**src/rtl/margin_sweep_pkg.sv**
```systemverilog
package margin_sweep_pkg;

    localparam int WIN_W = 8;

    typedef logic [WIN_W-1:0] tick_t;

    typedef enum logic [1:0] {
        ST_IDLE = 2'd0,
        ST_ARM  = 2'd1,
        ST_RUN  = 2'd2,
        ST_DONE = 2'd3
    } sweep_state_e;

    typedef struct packed {
        logic  hold_mode;
        tick_t setup;
        tick_t hold;
    } sweep_cfg_t;

    typedef struct packed {
        logic  spec_fail;
        logic  saturated;
        tick_t margin;
    } sweep_res_t;

    function automatic tick_t swept_spec(input sweep_cfg_t c);
        return c.hold_mode ? c.hold : c.setup;
    endfunction

    function automatic tick_t gap_after_pass(input tick_t last_ok, input tick_t spec);
        return last_ok - spec;
    endfunction

endpackage

```
**src/rtl/msw_acq_counter.sv**
```systemverilog
module msw_acq_counter #(
    parameter int RUN_W = 12
) (
    input  logic             clk,
    input  logic             rst,
    input  logic             clear,
    input  logic             count_en,
    input  logic [RUN_W-1:0] run_len,
    output logic             hit
);
    localparam int EXT_W = RUN_W + 1;

    logic [RUN_W-1:0] seen_q;
    logic [EXT_W-1:0] need;
    logic [EXT_W-1:0] seen_next;

    always_comb begin
        need      = (run_len == '0) ? EXT_W'(1) : {1'b0, run_len};
        seen_next = {1'b0, seen_q} + EXT_W'(1);
        hit       = count_en && (seen_next >= need);
    end

    always_ff @(posedge clk) begin
        if (rst || clear) begin
            seen_q <= '0;
        end else if (count_en && !hit) begin
            seen_q <= seen_next[RUN_W-1:0];
        end
    end
endmodule

```
**src/rtl/msw_window.sv**
```systemverilog
module msw_window
    import margin_sweep_pkg::*;
#(
    parameter int MAX_WIN = 60
) (
    input  logic  clk,
    input  logic  rst,
    input  logic  load,
    input  tick_t load_val,
    input  logic  step,
    output tick_t win,
    output logic  at_limit
);
    localparam tick_t LIMIT = tick_t'(MAX_WIN);

    always_ff @(posedge clk) begin
        if (rst) begin
            win <= '0;
        end else if (load) begin
            win <= load_val;
        end else if (step) begin
            win <= win + tick_t'(1);
        end
    end

    assign at_limit = (win >= LIMIT);
endmodule

```
**src/rtl/msw_fsm.sv**
```systemverilog
module msw_fsm
    import margin_sweep_pkg::*;
(
    input  logic         clk,
    input  logic         rst,
    input  logic         start,
    input  logic         sweep_hold,
    input  tick_t        spec_setup,
    input  tick_t        spec_hold,
    input  logic         trig,
    input  logic         acq_hit,
    input  logic         at_limit,
    input  tick_t        swept,
    output sweep_state_e state_q,
    output sweep_cfg_t   cfg_q,
    output sweep_res_t   res_q,
    output logic         win_load,
    output tick_t        win_load_val,
    output logic         win_step,
    output logic         cnt_clear,
    output logic         running
);
    logic  first_q;
    logic  idle_like;
    tick_t spec_sw;

    always_comb begin
        idle_like    = (state_q == ST_IDLE) || (state_q == ST_DONE);
        running      = (state_q == ST_RUN);
        spec_sw      = swept_spec(cfg_q);
        win_load     = idle_like && start;
        win_load_val = sweep_hold ? spec_hold : spec_setup;
        win_step     = running && !trig && acq_hit && !at_limit;
        cnt_clear    = (state_q == ST_ARM);
    end

    always_ff @(posedge clk) begin
        if (rst) begin
            state_q <= ST_IDLE;
            cfg_q   <= '0;
            res_q   <= '0;
            first_q <= 1'b0;
        end else begin
            unique case (state_q)
                ST_IDLE, ST_DONE: begin
                    if (start) begin
                        cfg_q   <= '{hold_mode: sweep_hold, setup: spec_setup, hold: spec_hold};
                        res_q   <= '0;
                        first_q <= 1'b1;
                        state_q <= ST_ARM;
                    end
                end
                ST_ARM: begin
                    state_q <= ST_RUN;
                end
                ST_RUN: begin
                    if (trig) begin
                        if (first_q) begin
                            res_q <= '{spec_fail: 1'b1, saturated: 1'b0, margin: '0};
                        end else begin
                            res_q <= '{spec_fail: 1'b0, saturated: 1'b0,
                                       margin: gap_after_pass(swept - tick_t'(1), spec_sw)};
                        end
                        state_q <= ST_DONE;
                    end else if (acq_hit) begin
                        if (at_limit) begin
                            res_q <= '{spec_fail: 1'b0, saturated: 1'b1,
                                       margin: gap_after_pass(swept, spec_sw)};
                            state_q <= ST_DONE;
                        end else begin
                            first_q <= 1'b0;
                            state_q <= ST_ARM;
                        end
                    end
                end
                default: state_q <= ST_IDLE;
            endcase
        end
    end
endmodule

```
**src/rtl/margin_sweep_ctrl.sv**
```systemverilog
module margin_sweep_ctrl
    import margin_sweep_pkg::*;
#(
    parameter int RUN_W   = 12,
    parameter int MAX_WIN = 60
) (
    input  logic             clk,
    input  logic             rst,
    input  logic             start,
    input  logic             sweep_hold,
    input  logic [WIN_W-1:0] spec_setup,
    input  logic [WIN_W-1:0] spec_hold,
    input  logic [RUN_W-1:0] run_len,
    input  logic             strobe,
    input  logic             trig,
    output logic [WIN_W-1:0] win_setup,
    output logic [WIN_W-1:0] win_hold,
    output logic             arm,
    output logic             done,
    output logic             spec_fail,
    output logic             saturated,
    output logic [WIN_W-1:0] margin
);
    sweep_state_e state_q;
    sweep_cfg_t   cfg_q;
    sweep_res_t   res_q;
    logic         win_load;
    tick_t        win_load_val;
    logic         win_step;
    logic         cnt_clear;
    logic         running;
    logic         acq_hit;
    logic         at_limit;
    tick_t        swept;

    msw_fsm u_fsm (
        .clk          (clk),
        .rst          (rst),
        .start        (start),
        .sweep_hold   (sweep_hold),
        .spec_setup   (spec_setup),
        .spec_hold    (spec_hold),
        .trig         (trig),
        .acq_hit      (acq_hit),
        .at_limit     (at_limit),
        .swept        (swept),
        .state_q      (state_q),
        .cfg_q        (cfg_q),
        .res_q        (res_q),
        .win_load     (win_load),
        .win_load_val (win_load_val),
        .win_step     (win_step),
        .cnt_clear    (cnt_clear),
        .running      (running)
    );

    msw_acq_counter #(.RUN_W(RUN_W)) u_cnt (
        .clk      (clk),
        .rst      (rst),
        .clear    (cnt_clear),
        .count_en (running && strobe),
        .run_len  (run_len),
        .hit      (acq_hit)
    );

    msw_window #(.MAX_WIN(MAX_WIN)) u_win (
        .clk      (clk),
        .rst      (rst),
        .load     (win_load),
        .load_val (win_load_val),
        .step     (win_step),
        .win      (swept),
        .at_limit (at_limit)
    );

    always_comb begin
        if (state_q == ST_IDLE) begin
            win_setup = '0;
            win_hold  = '0;
        end else if (cfg_q.hold_mode) begin
            win_setup = cfg_q.setup;
            win_hold  = swept;
        end else begin
            win_setup = swept;
            win_hold  = cfg_q.hold;
        end
        arm       = (state_q == ST_ARM);
        done      = (state_q == ST_DONE);
        spec_fail = res_q.spec_fail;
        saturated = res_q.saturated;
        margin    = res_q.margin;
    end
endmodule

```
**config.mk**
```make
export PLATFORM = sky130hd
export DESIGN_NAME = margin_sweep_ctrl
export DESIGN_NICKNAME = d
export VERILOG_FILES = /design/src/rtl/margin_sweep_pkg.sv /design/src/rtl/msw_acq_counter.sv /design/src/rtl/msw_window.sv /design/src/rtl/msw_fsm.sv /design/src/rtl/margin_sweep_ctrl.sv
export SDC_FILE = /design/constraint.sdc
export NUM_CORES = 1
export LEC_CHECK = 0
export ABC_AREA = 1
export BUFFER_PORTS_ARGS = -buffer_cell sky130_fd_sc_hd__clkbuf_2
export CAP_MARGIN = 20
export CORE_UTILIZATION = 54
export DETAILED_ROUTE_END_ITERATION = 12
export PLACE_DENSITY = 0.88
export SYNTH_ARGS = -nofsm -noshare
export SYNTH_HDL_FRONTEND = slang
export SYNTH_HIERARCHICAL = 1
export SYNTH_SLANG_ARGS = --single-unit
```
**constraint.sdc**
```tcl
create_clock -name clk -period 6.1 [get_ports clk]
set_input_delay 1.22 -clock clk [delete_from_list [all_inputs] [get_ports clk]]
set_output_delay 1.22 -clock clk [all_outputs]
set_load 0.005 [all_outputs]
```
# --- Word-level counts from Yosys, hierarchy flattened ---
# Index checks and enable logic that the tools add are counted.
totals:
  ramBits: 0
  latchBits: 0
  output_inout_bits: 28
  reg_bits: 50
  mem_count: 0
  romBits: 0
  input_bits: 34
  elab_cells: 72
op_classes:
  div: 0
  n_shift: 0
  n_addsub: 5
  bitwise_logic: 0
  order_cmp: 2
  mul: 0
  n_eq_ne: 9
  n_reduce_logical: 21
  n_mux: 25
op_table:
  columns: ["operator", "n"]
  rows:
  - ["2-to-1 mux 8 bit", 8]
  - ["2-to-1 mux 10 bit", 5]
  - ["one-hot mux 10 bit (2 select lines)", 1]
  - ["subtractor 8 bit", 2]
  - ["adder 12 x 1 -> 13 bit, second input constant", 1]
  - [">= comparator 13 bit", 1]
  - ["logical NOT 12 bit", 1]
  - ["2-to-1 mux 12 bit", 1]
  - ["adder 8 x 1 -> 8 bit, second input constant", 1]
  - [">= comparator 8 x 6 -> 1 bit, second input constant", 1]
  - ["2-to-1 mux 2 bit", 4]
  - ["subtractor 8 x 1 -> 8 bit, second input constant", 1]
  - ["logical AND 1 bit", 7]
  - ["inequality test 2 bit, second input constant", 3]
  - ["inequality test 3 x 2 -> 1 bit, second input constant", 2]
  - ["one-hot mux 2 bit (3 select lines)", 1]
  - ["AND reduction 5 bit", 1]
  - ["== test 2 bit, second input constant", 2]
  - ["2-to-1 mux 1 bit", 4]
  - ["AND reduction 2 bit", 2]
  - ["AND reduction 4 bit", 1]
  - ["nonzero test 2 bit", 2]
  - ["logical NOT 1 bit", 3]
  - ["== test 2 x 1 -> 1 bit, second input constant", 1]
  - ["5 further kinds", 6]

# --- Longest topological paths before layout ---
# Gate-level depths: netlist (run 1).
depth:
  word_depth: 8
  depth_mapped: 26
  ltp_nobuf: 25

# --- Hierarchy ---
# Netlist (run 1), hierarchy kept.
by_module_without_submodules:
  columns: ["mod", "area_per_inst_um2", "cells_per_inst", "n_inst"]
  rows:
  - ["msw_fsm", 1988.2, 294, 1]
  - ["msw_acq_counter", 1169.9, 191, 1]
  - ["msw_window", 531.8, 71, 1]
  - ["margin_sweep_ctrl", 399.1, 92, 1]

# --- Worst setup path after synthesis (run 1) ---
# No wires, ideal clock.
synth_path:
  path_kind: "input port to flip-flop"
  start: "input run_len[5]"
  end: "register u_win.win[0]"
  path_buffers: 0
  path_stages: 18
  path_slack_ps: 2658
  arrival_time_ps: 3387
  path_cell_list: "nor4_1 > a41o_1 > ha_1 > inv_1 > nor2_1 > nand2_1 > nor2_1 > nor2_1 > nand2_1 > nand2_4 > a21boi_0 > inv_1 > nor3_1 > nand2_1 > inv_4 > nand2_1 > a31o_1 > inv_1"
synth_between:
  elab_chain_len: 7
synth_rtl:
  columns: ["item", "line_no", "text"]
  rows:
  - ["start, declared", "margin_sweep_ctrl.sv:13", "input logic [RUN_W-1:0] run_len,"]
  - ["logical NOT 12 bit", "msw_acq_counter.sv:18", "need = (run_len == '0) ? EXT_W'(1) : {1'b0, run_len};"]
  - ["2-to-1 mux 12 bit *", "msw_acq_counter.sv:18", null]
  - [">= comparator 13 bit *", "msw_acq_counter.sv:20", "hit = count_en && (seen_next >= need);"]
  - ["logical AND 1 bit *", "msw_acq_counter.sv:20", null]
  - ["net acq_hit", "margin_sweep_ctrl.sv:32", "logic acq_hit;"]
  - ["logical AND 1 bit * (2 in a row)", "msw_fsm.sv:33", "win_step = running && !trig && acq_hit && !at_limit;"]
  - ["net win_step", "margin_sweep_ctrl.sv:29", "logic win_step;"]
  - ["nonzero test 2 bit (no source line) *", null, null]
  - ["end signal, assigned", "msw_window.sv:20", "win <= load_val;"]
  - ["end signal, assigned", "msw_window.sv:22", "win <= win + tick_t'(1);"]
  - ["end, declared", "msw_window.sv:11", "output tick_t win,"]
# The timed path passes the listed nets; every way through them passes the cells marked *.
# A chain may end at the register's enable or synchronous reset.

# --- Final worst setup path (run 1) ---
layout_path:
  start: "input run_len[9]"
  end: "register u_win.win[0]"
# Same word-level chain as after synthesis.

==> results.md, run 1 <==
* Outcome: finished, final reports clean
* 1st-iter DRT viols at 344
* Ports at 62
* R2R Setup Slk at 2.42 ns
* First-pass GRT wire length at 16,200 um
* H-tree Lvls at 2
* Num Clock Sinks at 50
* Fin Setup TNS at 0 ns
* Layout area overhead at 8.63%
* Post-CTS Setup Repair Bufs at 0
* Clock skew at 0.0134 ns
* Die footprint at 7920 um2
* Grt total ovfl at 0
* Average vias per placed instance at 5.13
* RSZ-0062 raised after global routing: false
* Cell variety after synth at 43
* Fin util at 0.609
* Post-synth EDFFs at 0
* Number of warnings issued by yosys at 6
* Drt total wl at 9670 um
* Vias at 4,089
* Rows at 31
* Layout cells sized above 1 at 0.153
* Die Width at 89.0 um
* Top-count cell post-synth: nand2_1
* Yosys top cell area share at 0.245
* Overall routing resource usage at 0.261
* CP required at 6.35 ns
* Top post-synthesis cells by area: dfxtp_1 24%, nand2_1 16%, inv_1 9.6%
* Max Transition Viols Final at 0
* Syn Inst Count at 648
* Most frequent cells after synthesis: 172 x nand2_1, 105 x inv_1, 93 x nor2_1
* Worst reg-to-reg path cell count at 22
* Combinational Power Share at 0.442
* DR WL/cell at 12.1 um
* Critical path data arrival time at 4.03 ns
* P_sw at 0.000445 W
* Synth Register Bits at 50
* Worst min path class: flip-flop to flip-flop
* Clock power share at 0.178
* Ys flop type: dfxtp_1
* Clk buf depth at 2
* CTS tree: built
* CP Class: input pin to flip-flop
* Effective utilization at floorplan at 0.561
* Async set or reset register ratio after synthesis at 0
* Internal power at 0.000609 W
* NumNets Final at 760
* Worst r2r src: u_cnt/seen_q[0]$_SDFFE_PP0P_
* Clk root buf: clkbuf_8
* Max Cap Viol at 0
* Crit path capture type: flip-flop
* Clock slew seen by the registers of the worst setup and hold paths at 0.09 ns
* Hold depth at 2
* Initial antenna violation count at 0
* Hold_ws at 0.481 ns
* Synthesized area per cell at 6.31 um2
* Synthesized cell area at 4090 um2
* Diode count at 0
* Largest net degree at the start of global routing at 43
* Worst-Margin Slew at 0.943 ns
* Core footprint at 7290 um2
* # resized after CTS at 0
* Routed Antenna Nets at 0
* # fillers at 675
* Hold EP: u_fsm/res_q[9]$_SDFFE_PP0P_
* Die H at 89.0 um
* Max_slew headroom at 0.370
* Detailed-placement wirelength estimate at 7580 um
* Startpoint types: input pin
* Fmax at 264 MHz
* Flop pwr share at 0.379
* Gp weighted congestion at 0.898
* Vias in the first global route at 3,724
* Initial DRT Pass Iterations at 5
* Pleak at 2.32 nW
* Tcrit/Tclk final at 0.620
* Register area share after synthesis at 0.245
* Setup violators final at 0
* Switching Fraction at 0.422
* DRC Markers at 0
* Min Clock Period, post-route at 3.79 ns
* Number of port buffers at 61
* Final hold violations at 0
* CTS Hold Buffers Added at 0
* CTS Buf Count at 5
* Worst-Skew Late Latency at 0.30 ns
* Worst VDD drop at 129 uV
* Syn nets at 710
* Top cell type by total area after synthesis: dfxtp_1
* R2r endpoint: u_win/win[0]$_SDFFE_PP0P_
* Hold Path Origin: u_fsm/res_q[9]$_SDFFE_PP0P_
* CP max FO at 7
* PD cells at 237 nW/um2
registers in the layout, indices dropped and copies added (netlist names):
signal	cells
u_fsm/cfg_q	17
u_cnt/seen_q	12
u_fsm/res_q	10
u_win/win	8
u_fsm/state_q	2
u_fsm/first_q	1
cell type report:
type | count | area [um2] | share of cell area
Tap cell | 99 | 124 | 0.0279
Multi-Input combinational cell | 466 | 2500 | 0.563
Sequential cell | 50 | 1000 | 0.225
Clock buffer | 7 | 76.3 | 0.0172
Timing Repair Buffer | 62 | 313 | 0.0704
Inverter | 113 | 427 | 0.0961
per-layer routing:
metal	up-vias	wire length (um)	GRT usage
li1	2104	-	-
met1	1832	4330	0.323
met2	119	4530	0.441
met3	34	436	0.0406
met4	0	372	0.137
met5	-	0	0
logic make-up after synthesis:
logic type / Yosys count / synth area share
compound gates: 79 / 0.112
flops: 50 / 0.245
simple gates: 337 / 0.361
xor+xnor: 15 / 0.0321
buf+inv: 132 / 0.144
fa+ha+maj: 28 / 0.0894
mux: 7 / 0.0174
power groups by stage:
stage | Combinational [W] | Sequential [W] | Clock [W]
2_1_floorplan | 0.000378 | 0.000397 | 0
3_3_place_gp | 0.000441 | 0.000405 | 0
3_5_place_dp | 0.000458 | 0.000406 | 0
4_1_cts | 0.000461 | 0.000399 | 0.000192
5_1_grt | 0.000530 | 0.000405 | 0.000206
6_report | 0.000466 | 0.000400 | 0.000188
through the flow:
step	cell area [um2]	power [W]	setup slack (ns)	std cells
floorplan	4090	0.000776	2.66	648
global placement	4370	0.000847	2.28	790
detailed placement	4370	0.000864	2.07	790
CTS	4440	0.00105	2.37	797
global route	4440	0.00114	2.11	797
finish	4440	0.00105	2.31	797
critical path: stages:
cell      delay (ns)
clkbuf_2        0.09
nor4_1          0.38
a41o_1          0.24
ha_1            0.12
inv_1           0.03
nor2_1          0.09
nand2_1         0.05
nor2_1          0.08
nor2_1          0.05
nand2_1         0.09
nand2_4         0.08
a21boi_0        0.26
inv_1           0.11
nor3_1          0.53
nand2_1         0.19
inv_4           0.14
nand2_1         0.07
a31o_1          0.17
inv_1           0.04
worst max-delay path by stage:
stage | from | endpoint
after floorplan | run_len[5] | u_win/win[0]$_SDFFE_PP0P_
after global placement | run_len[9] | u_win/win[1]$_SDFFE_PP0P_
after detailed placement | run_len[9] | u_win/win[0]$_SDFFE_PP0P_
after CTS | run_len[9] | u_win/win[0]$_SDFFE_PP0P_
after global routing | run_len[9] | u_win/win[1]$_SDFFE_PP0P_
final | run_len[9] | u_win/win[0]$_SDFFE_PP0P_
cells in the final DEF (no fill, tap or decap), types with 2 or more instances in the layout:
master      n
xor2_1     11
o21ai_0    31
o21bai_1    2
nor3_1      3
nor2_1     93
nand2_2     4
nand3_2     5
clkbuf_8    5
nand3_1    32
nor4_1      2
xnor2_1     4
mux2i_1     6
clkbuf_1    2
nand4_1     8
or2_2       2
ha_1       26
nor2_2      8
a21oi_1    27
nand2_1   172
inv_2       7
nand2_4     3
o211ai_1    2
clkbuf_2   61
a31o_1      2
dfxtp_1    50
a21oi_2     4
a22oi_1     5
inv_1     105
fa_1        2
nor2_4      3
Note: power is estimated with default switching activity, not from simulation.
==> run 2: changes to the inputs <==
- ABC_AREA: 1 -> 0
- PLACE_DENSITY: 0.88 -> 0.89
- clock period: 6.1 -> 3.6 ns (I/O delays scaled with it)
==> run 2 against run 1 <==
Effect of this change:
- synthesized cell count shrank 28%
- global-route usage grew 0.44 points
- cell count shrank 21%
- synthesized area shrank 6.9%
- die area shrank 6.7%
- utilization grew 3.9 points
- critical path type is now flip-flop to flip-flop
- critical endpoint is now u_fsm/res_q[3]$_SDFFE_PP0P_
==> results.md, run 2 <==
* Worst-Margin Slew at 0.710 ns (-0.234 ns)
* Met2 usage at 0.499 (+0.0587)
* DR WL/cell at 15.6 um (+28%)
* Average vias per placed instance at 5.93 (+16%)
* Most flops, register: u_fsm/cfg_q
* Max_slew headroom at 0.524 (+0.154)
* Die footprint at 7390 um2 (-6.7%)
* # fillers at 537 (-20%)
* Vias in the first global route at 3,438 (-7.7%)
* Layout area overhead at 15.6%
* Pleak at 1.85 nW (-20%)
* Met3 Use GR at 0.0366 (-0.00405)
* Max Transition Viols Final at 0 (unchanged)
* H-tree Lvls at 2 (unchanged)
* Worst VDD drop at 222 uV (+72%)
* Effective utilization at floorplan at 0.561 (about the same)
* Min Clock Period, post-route at 3.56 ns
* First-pass GRT wire length at 15,700 um (-2.9%)
* Max Cap Viol at 0 (unchanged)
* GRT busiest layer: met2
* Placed Area at 4210 um2 (-3.6%)
* Outcome: finished, final reports clean
* Fmax at 281 MHz
* Internal power at 0.000977 W (+60%)
* Post-route insts no fill at 631 (-21%)
* Startpoint types: flip-flop
* Syn Inst Count at 468 (-28%)
* Initial antenna violation count at 0 (unchanged)
* Routed Antenna Nets at 0 (unchanged)
* Largest net degree at the start of global routing at 42 (-2.3%)
* Worst min path class: flip-flop to flip-flop
* Clock slew seen by the registers of the worst setup and hold paths at 0.09 ns (about the same)
* Hold Path Origin: u_fsm/res_q[2]$_SDFFE_PP0P_
* Flop pwr share at 0.415 (+0.036)
* Register area share after synthesis at 0.263 (+0.0180)
* NumNets Final at 596 (-22%)
* 1st-iter DRT viols at 217 (-37%)
* Post-synth EDFFs at 0 (unchanged)
* Hold EP: u_fsm/res_q[2]$_SDFFE_PP0P_
* CP required at 3.80 ns (-2.55 ns)
* Crit path capture type: flip-flop
* Diode count at 0 (unchanged)
* Number of warnings issued by yosys at 6 (unchanged)
* Top post-synthesis cells by area: dfxtp_1 26%, ha_1 8.5%, mux2i_1 7.4%
* Hold depth at 2 (unchanged)
* R2R Setup Slk at 0.04 ns (-2.38 ns)
* Worst reg-to-reg path cell count at 13 (-41%)
* Worst-Skew Late Latency at 0.31 ns (about the same)
* Grt total ovfl at 0 (unchanged)
* Final hold violations at 0 (unchanged)
* Initial DRT Pass Iterations at 6 (+1)
* Detailed-placement wirelength estimate at 7230 um (-4.5%)
* CP max FO at 6 (-1)
* Die H at 86.0 um (-3.4%)
* Top-count cell post-synth: nand2_1
* Hold_ws at 0.464 ns (-0.0175 ns)
* Setup WS post-layout at 0.0442 ns (-2.27 ns)
* P_sw at 0.000579 W (+30%)
* Worst r2r src: u_cnt/seen_q[5]$_SDFFE_PP0P_
* Yosys top cell area share at 0.263 (+0.0180)
* Async set or reset register ratio after synthesis at 0 (unchanged)
* Core footprint at 6790 um2 (-6.8%)
* Tcrit/Tclk final at 0.988
* Placed cells at 618 (-22%)
* Synthesized cell area at 3810 um2 (-6.9%)
* CTS tree: built
* Most frequent cells in the layout: 62 x nand2_1, 61 x clkbuf_2, 43 x dfxtp_1, 42 x nor2_1, 37 x a21oi_1
* Syn nets at 530 (-25%)
* Switching Fraction at 0.372 (-0.0502)
* Critical path data arrival time at 3.75 ns (-0.28 ns)
* Clk root buf: clkbuf_8
* Layout cells sized above 1 at 0.252 (+0.0990)
* Combinational Power Share at 0.357 (-0.085)
* Ys flop type: dfxtp_1
* DRC Markers at 0 (unchanged)
* CTS Buf Count at 5 (unchanged)
* Clock skew at 0.00419 ns (-0.00923 ns)
* Clk buf depth at 2 (unchanged)
* Largest regs: u_fsm/cfg_q: 17 flops, u_cnt/seen_q: 12 flops, u_fsm/res_q: 10 flops
* Die Width at 86.0 um (-3.4%)
* Num Clock Sinks at 50 (unchanged)
* R2r endpoint: u_fsm/res_q[3]$_SDFFE_PP0P_
* PD cells at 353 nW/um2 (+49%)
* Clock power share at 0.228 (+0.050)
* Fin util at 0.648 (+0.0391)
* Rows at 30 (-3.2%)
* Synth Register Bits at 50 (unchanged)
* Pre-CTS WS at -0.00738 ns (-2.07 ns)
* Cell variety after synth at 67 (+56%)
* Setup violators final at 0 (unchanged)
* Vias at 3,741 (-8.5%)
* Number of port buffers at 61 (unchanged)
* Most frequent cells after synthesis: 62 x nand2_1, 50 x dfxtp_1, 44 x nor2_1
* Top cell type by total area after synthesis: dfxtp_1
* Synthesized area per cell at 8.14 um2 (+29%)
* Overall routing resource usage at 0.266 (+0.00443)
* CP Class: flip-flop to flip-flop
* Drt total wl at 9820 um (+1.6%)
* Ports at 62 (unchanged)
* M1 GR Usage at 0.301 (-0.0223)
* Largest register FFs at 17 (unchanged)
* Commonest non-fill, non-tap cell in the layout: nand2_1
* Post-layout instance area at 4400 um2 (-0.85%)
* Gp weighted congestion at 0.858 (-4.4%)
-- run 2: worst max-delay path by stage --
stage                                       startpoint                           to  slack [ns]
after global placement                      run_len[5]  u_fsm/res_q[1]$_SDFFE_PP0P_        0.13
after global routing      u_cnt/seen_q[5]$_SDFFE_PP0P_  u_fsm/res_q[1]$_SDFFE_PP0P_       -0.08
after CTS                 u_cnt/seen_q[0]$_SDFFE_PP0P_  u_fsm/res_q[1]$_SDFFE_PP0P_        0.04
after floorplan           u_cnt/seen_q[0]$_SDFFE_PP0P_  u_fsm/res_q[1]$_SDFFE_PP0P_        0.06
after detailed placement  u_cnt/seen_q[0]$_SDFFE_PP0P_  u_fsm/res_q[5]$_SDFFE_PP0P_      -0.007
final                     u_cnt/seen_q[5]$_SDFFE_PP0P_  u_fsm/res_q[3]$_SDFFE_PP0P_        0.04
-- run 2: power groups by stage --
stage / clock network [W] / logic (W) / registers [W]
2_1_floorplan: 0 / 0.000418 / 0.000638
3_3_place_gp: 0 / 0.000513 / 0.000655
3_5_place_dp: 0 / 0.000532 / 0.000659
4_1_cts: 0.000362 / 0.000539 / 0.000645
5_1_grt: 0.000381 / 0.000611 / 0.000651
6_report: 0.000355 / 0.000555 / 0.000646
-- run 2: layout make-up --
class / instances / area (um2) / share of cell area
clock buffer: 6 / 82.6 / 0.0188
clock inverter: 2 / 17.5 / 0.00398
inverter: 30 / 113 / 0.0256
multi-input combinational: 365 / 2590 / 0.589
sequential: 50 / 1010 / 0.230
tap: 96 / 120 / 0.0273
timing repair buffer: 82 / 463 / 0.105
-- run 2: what timing repair did --
action,in CTS,in global routing
setup buffers,1,4
endpoints found under the setup margin,4,12
pin swaps,1,10
gates resized for setup,1,19
gates cloned,0,0
hold buffers,0,0
-- run 2: metrics by stage --
stage | power, W | TNS [ns]
finish | 0.00156 | 0
global route | 0.00164 | -0.289
CTS | 0.00155 | 0
detailed placement | 0.00119 | -0.0201
global placement | 0.00117 | 0
floorplan | 0.00106 | 0
-- run 2: worst max-delay path, cell delays in order (launching register included) --
cell,delay (ns)
dfxtp_4,0.40
nand4_1,0.24
nor4_4,0.32
xnor2_1,0.18
ha_1,0.28
a21o_1,0.18
a21o_1,0.21
a211o_1,0.34
o21a_1,0.23
nor3b_4,0.29
nor3_4,0.09
and4b_2,0.28
a222oi_1,0.33
nor2_1,0.06
-- run 2: cell families (layout without fill, tap and decap cells) --
kind of cell	Yosys count	in the layout	share of synthesized area
muxes	37	37	0.100
DFF	50	50	0.263
adders and majority gates	28	28	0.0959
AOI/OAI and AO/OA	105	105	0.191
and+or+nand+nor	175	175	0.235
buffers and inverters	53	120	0.0696
xor gates and xnor gates	20	20	0.0460
-- run 2: per-layer routing --
metal	up-vias	part of all wire
met3	31	0.052
met4	0	0.033
li1	1796	-
met5	-	0
met1	1754	0.40
met2	160	0.51
==> run 3: changes to the inputs <==
- ABC_AREA: 0 -> default
- CORE_ASPECT_RATIO: default -> 0.9
- SLEW_MARGIN: default -> 20
==> run 3 against run 2 <==
Effect of this change:
- cell count shrank 0.79%
- worst setup slack gained 0.042 ns
- cell area grew 0.45%
==> results.md, run 3 (same netlist as run 2, synthesis figures left out) <==
* Num Clock Sinks at 50 (unchanged)
* Gp weighted congestion at 0.872 (+1.6%)
* Max_slew headroom at 0.394 (-0.130)
* Worst-Margin Slew at 0.909 ns (+0.200 ns)
* Pleak at 1.86 nW (+0.57%)
* Met2 WL at 4840 um (-3.7%)
* Die Width at 90.5 um (+5.3%)
* Clk buf depth at 2 (unchanged)
* DR WL/cell at 15.7 um (+0.90%)
* Post-layout instance area at 4420 um2 (+0.45%)
* Die footprint at 7390 um2 (about the same)
* Most frequent cells in the layout: 62 x nand2_1, 61 x clkbuf_2, 45 x dfxtp_1, 41 x nor2_1, 37 x a21oi_1
* CTS Buf Count at 5 (unchanged)
* CP max FO at 8 (+2)
* Placed Area at 4180 um2 (-0.59%)
* Worst VDD drop at 262 uV (+18%)
* Core footprint at 6690 um2 (-1.5%)
* Min Clock Period, post-route at 3.51 ns (-0.0419 ns)
* Tcrit/Tclk final at 0.976 (-0.0116)
* CP Class: flip-flop to flip-flop
* Outcome: finished, final reports clean
* 1st-iter DRT viols at 224 (+3.2%)
* Average vias per placed instance at 5.98 (+0.83%)
* Detailed-placement wirelength estimate at 6950 um (-3.9%)
* Worst min path class: flip-flop to flip-flop
* Grt total ovfl at 0 (unchanged)
* First-pass GRT wire length at 15,300 um (-2.4%)
* Diode count at 0 (unchanged)
* Fin Setup TNS at 0 ns (unchanged)
* Drt total wl at 9830 um (+0.10%)
* Layout area overhead at 16.2%
* Clock skew at 0.00751 ns (+0.00332 ns)
* NumNets Final at 597 (+0.17%)
* Max Transition Viols Final at 0 (unchanged)
* Setup WS post-layout at 0.0862 ns (+0.0419 ns)
* Commonest non-fill, non-tap cell in the layout: nand2_1
* CP required at 3.77 ns (-0.03 ns)
* Critical path data arrival time at 3.68 ns (-0.07 ns)
* Vias in the first global route at 3,369 (-2.0%)
* Die H at 81.7 um (-5.0%)
* Final hold violations at 0 (unchanged)
* Largest regs: u_fsm/cfg_q: 17 flops, u_cnt/seen_q: 12 flops, u_fsm/res_q: 10 flops
* Setup violators final at 0 (unchanged)
* Layout cells sized above 1 at 0.248 (-0.00420)
* Largest net degree at the start of global routing at 43 (+2.4%)
* Most flops, register: u_fsm/cfg_q
* Max Cap Viol at 0 (unchanged)
* DR top layer: met4
* Fmax at 285 MHz (+1.2%)
* CTS Hold Buffers Added at 0 (unchanged)
* Clk root buf: clkbuf_8
* M1 WL at 4130 um (+4.2%)
* H-tree Lvls at 2 (unchanged)
* Metal3 WL at 712 um (+40%)
* Crit path capture type: flip-flop
* Ports at 62 (unchanged)
* Initial antenna violation count at 0 (unchanged)
* CTS tree: built
* Fin util at 0.661 (+0.0129)
* DRC Markers at 0 (unchanged)
* Vias at 3,742 (+0.027%)
* Pre-CTS WS at -0.0309 ns (-0.0235 ns)
* Clock slew seen by the registers of the worst setup and hold paths at 0.09 ns (about the same)
* Initial DRT Pass Iterations at 5 (-1)
* PD cells at 362 nW/um2 (+2.5%)
* Routed Antenna Nets at 0 (unchanged)
* Rows at 28 (-6.7%)
* Worst-Skew Late Latency at 0.30 ns (about the same)
* Effective utilization at floorplan at 0.569 (+0.00860)
* Startpoint types: flip-flop
* Largest register FFs at 17 (unchanged)
* Overall routing resource usage at 0.257 (-0.00858)
* Number of port buffers at 61 (unchanged)
[run 3: through the flow]
stage          total power, W  instances  hold slack (ns)
2_1_floorplan         0.00106        468            0.446
3_3_place_gp          0.00117        608            0.443
3_5_place_dp          0.00119        608            0.448
4_1_cts               0.00159        616            0.459
5_1_grt               0.00169        626            0.482
6_report              0.00160        626            0.456
[run 3: repair_timing]
item	in CTS	in global routing
endpoints found under the setup margin	3	13
resized for setup	3	15
setup buffers	0	10
pin swaps	0	13
[run 3: path summary, 6_finish.rpt]
kind                                startpoint                           to  slack, ns  cells past startpoint
setup / recovery  u_cnt/seen_q[0]$_SDFFE_PP0P_  u_fsm/res_q[1]$_SDFFE_PP0P_       0.09                     14
hold / removal     u_fsm/res_q[0]$_SDFFE_PP0P_  u_fsm/res_q[0]$_SDFFE_PP0P_       0.46                      2
setup reg to reg  u_cnt/seen_q[0]$_SDFFE_PP0P_  u_fsm/res_q[1]$_SDFFE_PP0P_       0.09                     14
hold reg to reg    u_fsm/res_q[0]$_SDFFE_PP0P_  u_fsm/res_q[0]$_SDFFE_PP0P_       0.46                      2
[run 3: power by group]
part           leakage [nW]  total (W)  internal (W)  switching, W
Combinational          1.40   0.000561      0.000235      0.000326
Sequential            0.410   0.000645      0.000589     0.0000561
Clock                0.0524   0.000397      0.000208      0.000189
[run 3: critical path: stages (launching register included)]
cell	delay, ns
dfxtp_4	0.39
ha_2	0.19
nand3_2	0.12
nor4_4	0.21
xnor2_1	0.17
ha_1	0.27
a21o_1	0.19
a21o_1	0.20
a211o_1	0.31
o21a_1	0.22
nor3b_4	0.29
nor3_4	0.09
and4b_2	0.29
a222oi_1	0.36
nor2_1	0.06
[run 3: cell type report]
cell class | instances | area (um2)
clock buffer | 7 | 76.3
clock inverter | 1 | 30.0
fill | 521 | 2270
inverter | 30 | 113
multi-input combinational | 365 | 2600
sequential | 50 | 1010
tap | 90 | 113
timing repair buffer | 83 | 487
[run 3: metal layers]
metal,global-route usage,vias up
li1,-,1801
met1,0.309,1748
met2,0.480,176
met3,0.0370,17
met4,0.0790,0
met5,0,-
